$ cat config.mk
export PLATFORM = sky130hd
export DESIGN_NAME = dma_xfer_cmd_gen
export DESIGN_NICKNAME = d
export VERILOG_FILES = /design/src/rtl/dma_xfer_cmd_gen.sv
export SDC_FILE = /design/constraint.sdc
export NUM_CORES = 1
export LEC_CHECK = 0
export ABC_AREA = 1
export CORE_AREA = 4 4 41 43
export CTS_CLUSTER_DIAMETER = 50
export DETAILED_ROUTE_END_ITERATION = 8
export DIE_AREA = 0 0 45 47
export PLACE_DENSITY = 0.74
export SLEW_MARGIN = 0
export SYNTH_ARGS = -nofsm -noshare
export SYNTH_HDL_FRONTEND = slang
export SYNTH_SLANG_ARGS = --single-unit
export TNS_END_PERCENT = 1
$ cat constraint.sdc
create_clock -name clk -period 2.4 [get_ports clk]
set_input_delay 0.6 -clock clk [delete_from_list [all_inputs] [get_ports clk]]
set_output_delay 0.6 -clock clk [all_outputs]
set_load 0.02 [all_outputs]
$ cat src/rtl/dma_xfer_cmd_gen.sv
module dma_xfer_cmd_gen #(
  parameter int FIRST_CLKS  = 9,
  parameter int REPEAT_CLKS = 8,
  parameter int CMD_CLKS    = 4
) (
  input  logic       clk,
  input  logic       rst_n,
  input  logic       start,
  input  logic [1:0] xfer_type,
  input  logic [1:0] xfer_mode,
  input  logic       dreq,
  input  logic       cnt_last,
  output logic       dack,
  output logic       io_rd,
  output logic       io_wr,
  output logic       mem_cyc,
  output logic       mem_wr,
  output logic       advance,
  output logic       tc
);
  localparam int MAXC = (FIRST_CLKS > REPEAT_CLKS) ?
                        ((FIRST_CLKS > CMD_CLKS) ? FIRST_CLKS : CMD_CLKS) :
                        ((REPEAT_CLKS > CMD_CLKS) ? REPEAT_CLKS : CMD_CLKS);
  localparam int CW = $clog2(MAXC + 1);
  localparam logic [CW-1:0] FIRST_LD  = CW'(FIRST_CLKS - 1);
  localparam logic [CW-1:0] REPEAT_LD = CW'(REPEAT_CLKS - 1);
  localparam logic [CW-1:0] CMD_LD    = CW'(CMD_CLKS - 1);

  logic          active;
  logic [CW-1:0] cnt;
  logic [1:0]    typ_q;
  logic [1:0]    mode_q;

  wire is_wr    = (typ_q == 2'b01);
  wire is_rd    = (typ_q == 2'b10);
  wire is_ver   = !is_wr && !is_rd;
  wire in_ver   = !(xfer_type == 2'b01 || xfer_type == 2'b10);
  wire repeat_ok = (mode_q == 2'b01) || (mode_q == 2'b10 && dreq);
  wire more     = advance && !cnt_last && repeat_ok;
  wire strobe   = active && !is_ver && (cnt != '0);

  assign advance = active && (cnt == '0);
  assign tc      = advance && cnt_last;
  assign dack    = active;
  assign io_rd   = strobe && is_wr;
  assign io_wr   = strobe && is_rd;
  assign mem_cyc = active && !is_ver;
  assign mem_wr  = active && is_wr;

  always_ff @(posedge clk or negedge rst_n) begin
    if (!rst_n) begin
      active <= 1'b0;
      cnt    <= '0;
      typ_q  <= 2'b00;
      mode_q <= 2'b00;
    end else if (!active) begin
      if (start) begin
        active <= 1'b1;
        typ_q  <= xfer_type;
        mode_q <= xfer_mode;
        cnt    <= in_ver ? FIRST_LD : CMD_LD;
      end
    end else if (advance) begin
      if (more) cnt <= is_ver ? REPEAT_LD : CMD_LD;
      else      active <= 1'b0;
    end else begin
      cnt <= cnt - 1'b1;
    end
  end
endmodule

* Yosys cells after proc, flatten, opt, wreduce, memory -nomap -nowiden *
Index checks and enable logic that the tools add are counted.

cells by class
  add/subtract/negate cells = 1
  equal/unequal tests = 7
  multiplexer cells = 10
  bitwise gates (word level) = 1
  reductions and logical operators = 22

operators with widths
  kind                                                                     number
  4-bit 2-to-1 mux                                                         5
  1-bit logical AND                                                        11
  2-bit by 1-bit == test with 1-bit output, second input constant          3
  2-bit == test, second input constant                                     3
  1-bit logical NOT                                                        4
  4-bit logical NOT                                                        1
  1-bit 2-to-1 mux                                                         4
  2-bit AND reduction                                                      2
  4-bit nonzero test                                                       1
  4-bit by 1-bit subtractor with 4-bit output, second input constant       1
  3-bit 2-to-1 mux                                                         1
  3-bit by 2-bit inequality test with 1-bit output, second input constant  1
  1-bit logical OR                                                         2
  2-bit nonzero test                                                       1
  1-bit inverter                                                           1

word-level totals
  register bits = 9
  output and inout port bits = 7

* Longest topological paths before layout *
  word-level depth = 7
  mapped depth = 9

* Least setup slack after synthesis *
No wires, ideal clock.

  path type = reg-to-output
  start = register typ_q[0]
  end = output io_rd
  arrival time = 1.430 ns
  data required time = 1.800 ns
  setup slack = 0.370 ns
  cell stages (with the launch flop) = 6
  cells stage by stage = dfrtp_1 -> inv_1 -> ha_1 -> nor2_1 -> nand2_1 -> nor2_1

between the ends
  word-level cells in the longest chain between the ends = 7
  elaborated cells between the ends (all ways) = 9

ends and longest elaborated chain
  what                                                                              RTL line  source
  start, declared                                                                   31        logic [1:0] typ_q;
  start signal, assigned                                                            59        typ_q <= xfer_type;
  2-bit by 1-bit == test with 1-bit output / 2-bit == test (equally long branches)  34, 35
  1-bit logical NOT                                                                 36        wire is_ver = !is_wr && !is_rd;
  1-bit logical AND (*)                                                             36
  1-bit logical NOT (*)                                                             n/a
  1-bit logical AND (*)                                                             n/a
  via mem_cyc                                                                       16        output logic mem_cyc,
  1-bit logical AND (*)                                                             40        wire strobe = active && !is_ver && (cnt != '0);
  1-bit logical AND (*)                                                             45        assign io_rd = strobe && is_wr;
  end, declared                                                                     14        output logic io_rd,

Mark *: on every way through the listed nets, which the timed path passes. The rest lies on a longest branch.

* Worst setup path after layout *
  start = register typ_q[0]
  end = output io_rd

between the ends
  word-level cells in the longest chain between the ends = 7
  elaborated cells between the ends (all ways) = 9

ends and longest elaborated chain
  what                                                                              RTL line
  2-bit by 1-bit == test with 1-bit output / 2-bit == test (equally long branches)  34, 35
  1-bit logical NOT                                                                 36
  1-bit logical AND                                                                 36
  1-bit logical NOT                                                                 40
  1-bit logical AND (2 in series)                                                   40
  1-bit logical AND (*)                                                             45

Every way passes the cells marked *; elsewhere a longest branch is shown, timed or not.

==> run metrics <==
outcome completed; post-synthesis sequential area ratio 0.385; Num CTS Buffers 3; via count 560; most frequent cells in the layout 24 x nand2_1, 14 x inv_1, 10 x clkdlybuf4s50_1; initial DRC count 19; Ports 16; vias in the first global route ~510; Slew Viols, Final 0; WL per Instance 10.0 um; area of the mapped netlist 584 um2; Worst EP arrival roughly 1.7 ns; Die X 45 um; P&R area growth vs syn 31.3%; Yosys warnings 0; Clock Sinks 9; # Post-CTS Setup Buffers 0; biggest area consumer among synthesized cells dfrtp_1; Tcrit/Tclk final 0.937; global route overflow 0; Critical Path End Type output port; flops & latches, synth 9; share of the synthesized area in the top cell type 0.385; number of remaining DRC errors 0; Hold Vio Cnt, Final 0; total power 0.000980 W; dpl cell area between 700 and 800 um2; CP Launch Type flop; Root Driver clkbuf_4; final hold slack just over 0.5 ns; WL final 1.13 mm; Synth Area in Compound Gates 0.0771; Tot GR Track Use 0.123; Cell Rows 13; syn_area_per_cell 7.30 um2; CP required 1.80 ns; RSZ-0062 raised after global routing no; Synth Instances 80; DP Wirelength 953 um; maximum number of pins on one net before global-route repair 13; Hold WC Path Type flop to flop; first-pass GRT wire length approximately 1.9 mm; post-route ant nets 0; worst vdd ir 0.000807 V; fin area 767 um2; # setup viols final 0; core footprint between 1000 and 1500 um2; final worst path period need roughly 2.2 ns; CTS tree done; clock slew at reported path FFs 0.06 ns; main combinational cell family by area after synthesis simple AND/OR/NAND/NOR gates; H-tree depth 1; Max Buffers Root-to-Sink 2; via density per instance around 5; worst-skew pair later-pin latency 0.25 ns; Max Fanout on Critical Path 3; Synth area leaders dfrtp_1 39%, nand2_1 15%, inv_1 9.0%; P_leak 0.432 nW; clock skew 0.00145 ns; post-synthesis mux area share 0.0193; WS Path Type flop to output port; share of post-route cells with drive strength above 1 0.102; fin nets 111; initial core utilization 0.449; antenna violations before repair 0; filler instances 122; Max Clk Rate roughly 0.44 GHz; Synth Area in Adders 0.0642; die footprint 2120 um2; Mapped Nets 92; post-synthesis simple-gate area fraction 0.338; Port-buffer cells 15; Synth Area in XOR/XNOR 0; number of iterations in the first detailed-routing pass 4; Yosys cell types 18; Max Cap Viol 0; worst slew pin tran 0.414 ns; ANT cells 0; Slew headroom 0.723; power density cells 1280 nW/um2; Die Ht 47 um; Final Wtd Congestion 0.769; commonest non-fill, non-tap cell in the layout nand2_1; cts hold-fix bufs 0
what timing repair did:
action                     in CTS  in global routing
gates cloned                    0                  0
setup endpoints to repair       4                  2
hold endpoints to repair        0                  0
gates resized for setup         4                  2
cell type report:
| cell class | count | area (um2) | share of cell area |
|---|---|---|---|
| flip-flops and latches | 9 | 225 | 0.294 |
| repair buffers | 15 | 149 | 0.194 |
| well taps | 15 | 18.8 | 0.0245 |
| clock buffers | 4 | 26.3 | 0.0343 |
| multi-input cells | 55 | 292 | 0.380 |
| inverters | 15 | 56.3 | 0.0734 |
kinds of logic after synthesis:
kind of cell,Yosys count
simple gates,43
buf+inv,16
flops,9
compound gates,8
fa+ha+maj,3
mux,1
routing by layer:
layer  track usage  vias to the layer above  wire (um)
li1              -                      283          -
met1         0.141                      253        479
met2         0.232                       22        553
met3        0.0230                        2         87
met4        0.0351                        0         10
met5             0                        -          0
stage by stage:
stage	worst slack [ns]	TNS, ns	util	cells
after global placement	-0.00701	-0.00701	0.570	109
after CTS	0.0163	0	0.587	113
final	0.152	0	0.589	113
after floorplan	0.370	0	-	80
after detailed placement	-0.0148	-0.0148	0.570	109
after global routing	0.0203	0	0.589	113
power breakdown:
group | switching, W | leakage, nW | internal [W]
clock network | 0.0000473 | 0.0150 | 0.0000637
logic | 0.000335 | 0.309 | 0.000234
registers | 0.0000718 | 0.108 | 0.000228
total | 0.000454 | 0.432 | 0.000526
cell usage after synthesis:
cell and instances:
nand2_2 1, inv_2 1, buf_6 1, nor2_1 7, nor3_2 1, o21ai_0 4, a21oi_1 2, or2_2 1
ha_1 3, nand4_1 1, a21boi_0 1, nand3_1 6, inv_1 14, mux2_2 1, nand2_4 2, dfrtp_1 9
o211ai_1 1, nand2_1 24
registers in the layout (all words and copies together), names as in the netlist:
name	cells
cnt	4
mode_q	2
dack	1
typ_q	2
critical path, stage by stage, from the launching register on:
cell	delay (ns)
dfrtp_1	0.38
inv_1	0.06
ha_1	0.30
nor2_1	0.14
nand2_1	0.09
nor2_1	0.08
dlygate4sd2_1	0.34
final timing paths:
check | startpoint | to | slack [ns] | cells after the start
worst max-delay path | typ_q[0] | io_rd | 0.15 | 6
worst max register to register | typ_q[0] | cnt[2] | 1.01 | 5
worst min register to register | typ_q[1] | typ_q[1] | 0.52 | 2
min in group asynchronous | rst_n | dack | 0.65 | 1
max in group asynchronous | rst_n | typ_q[0] | 1.46 | 1
worst min-delay path | typ_q[1] | typ_q[1] | 0.52 | 2
Power figures use the tool's default switching activity.
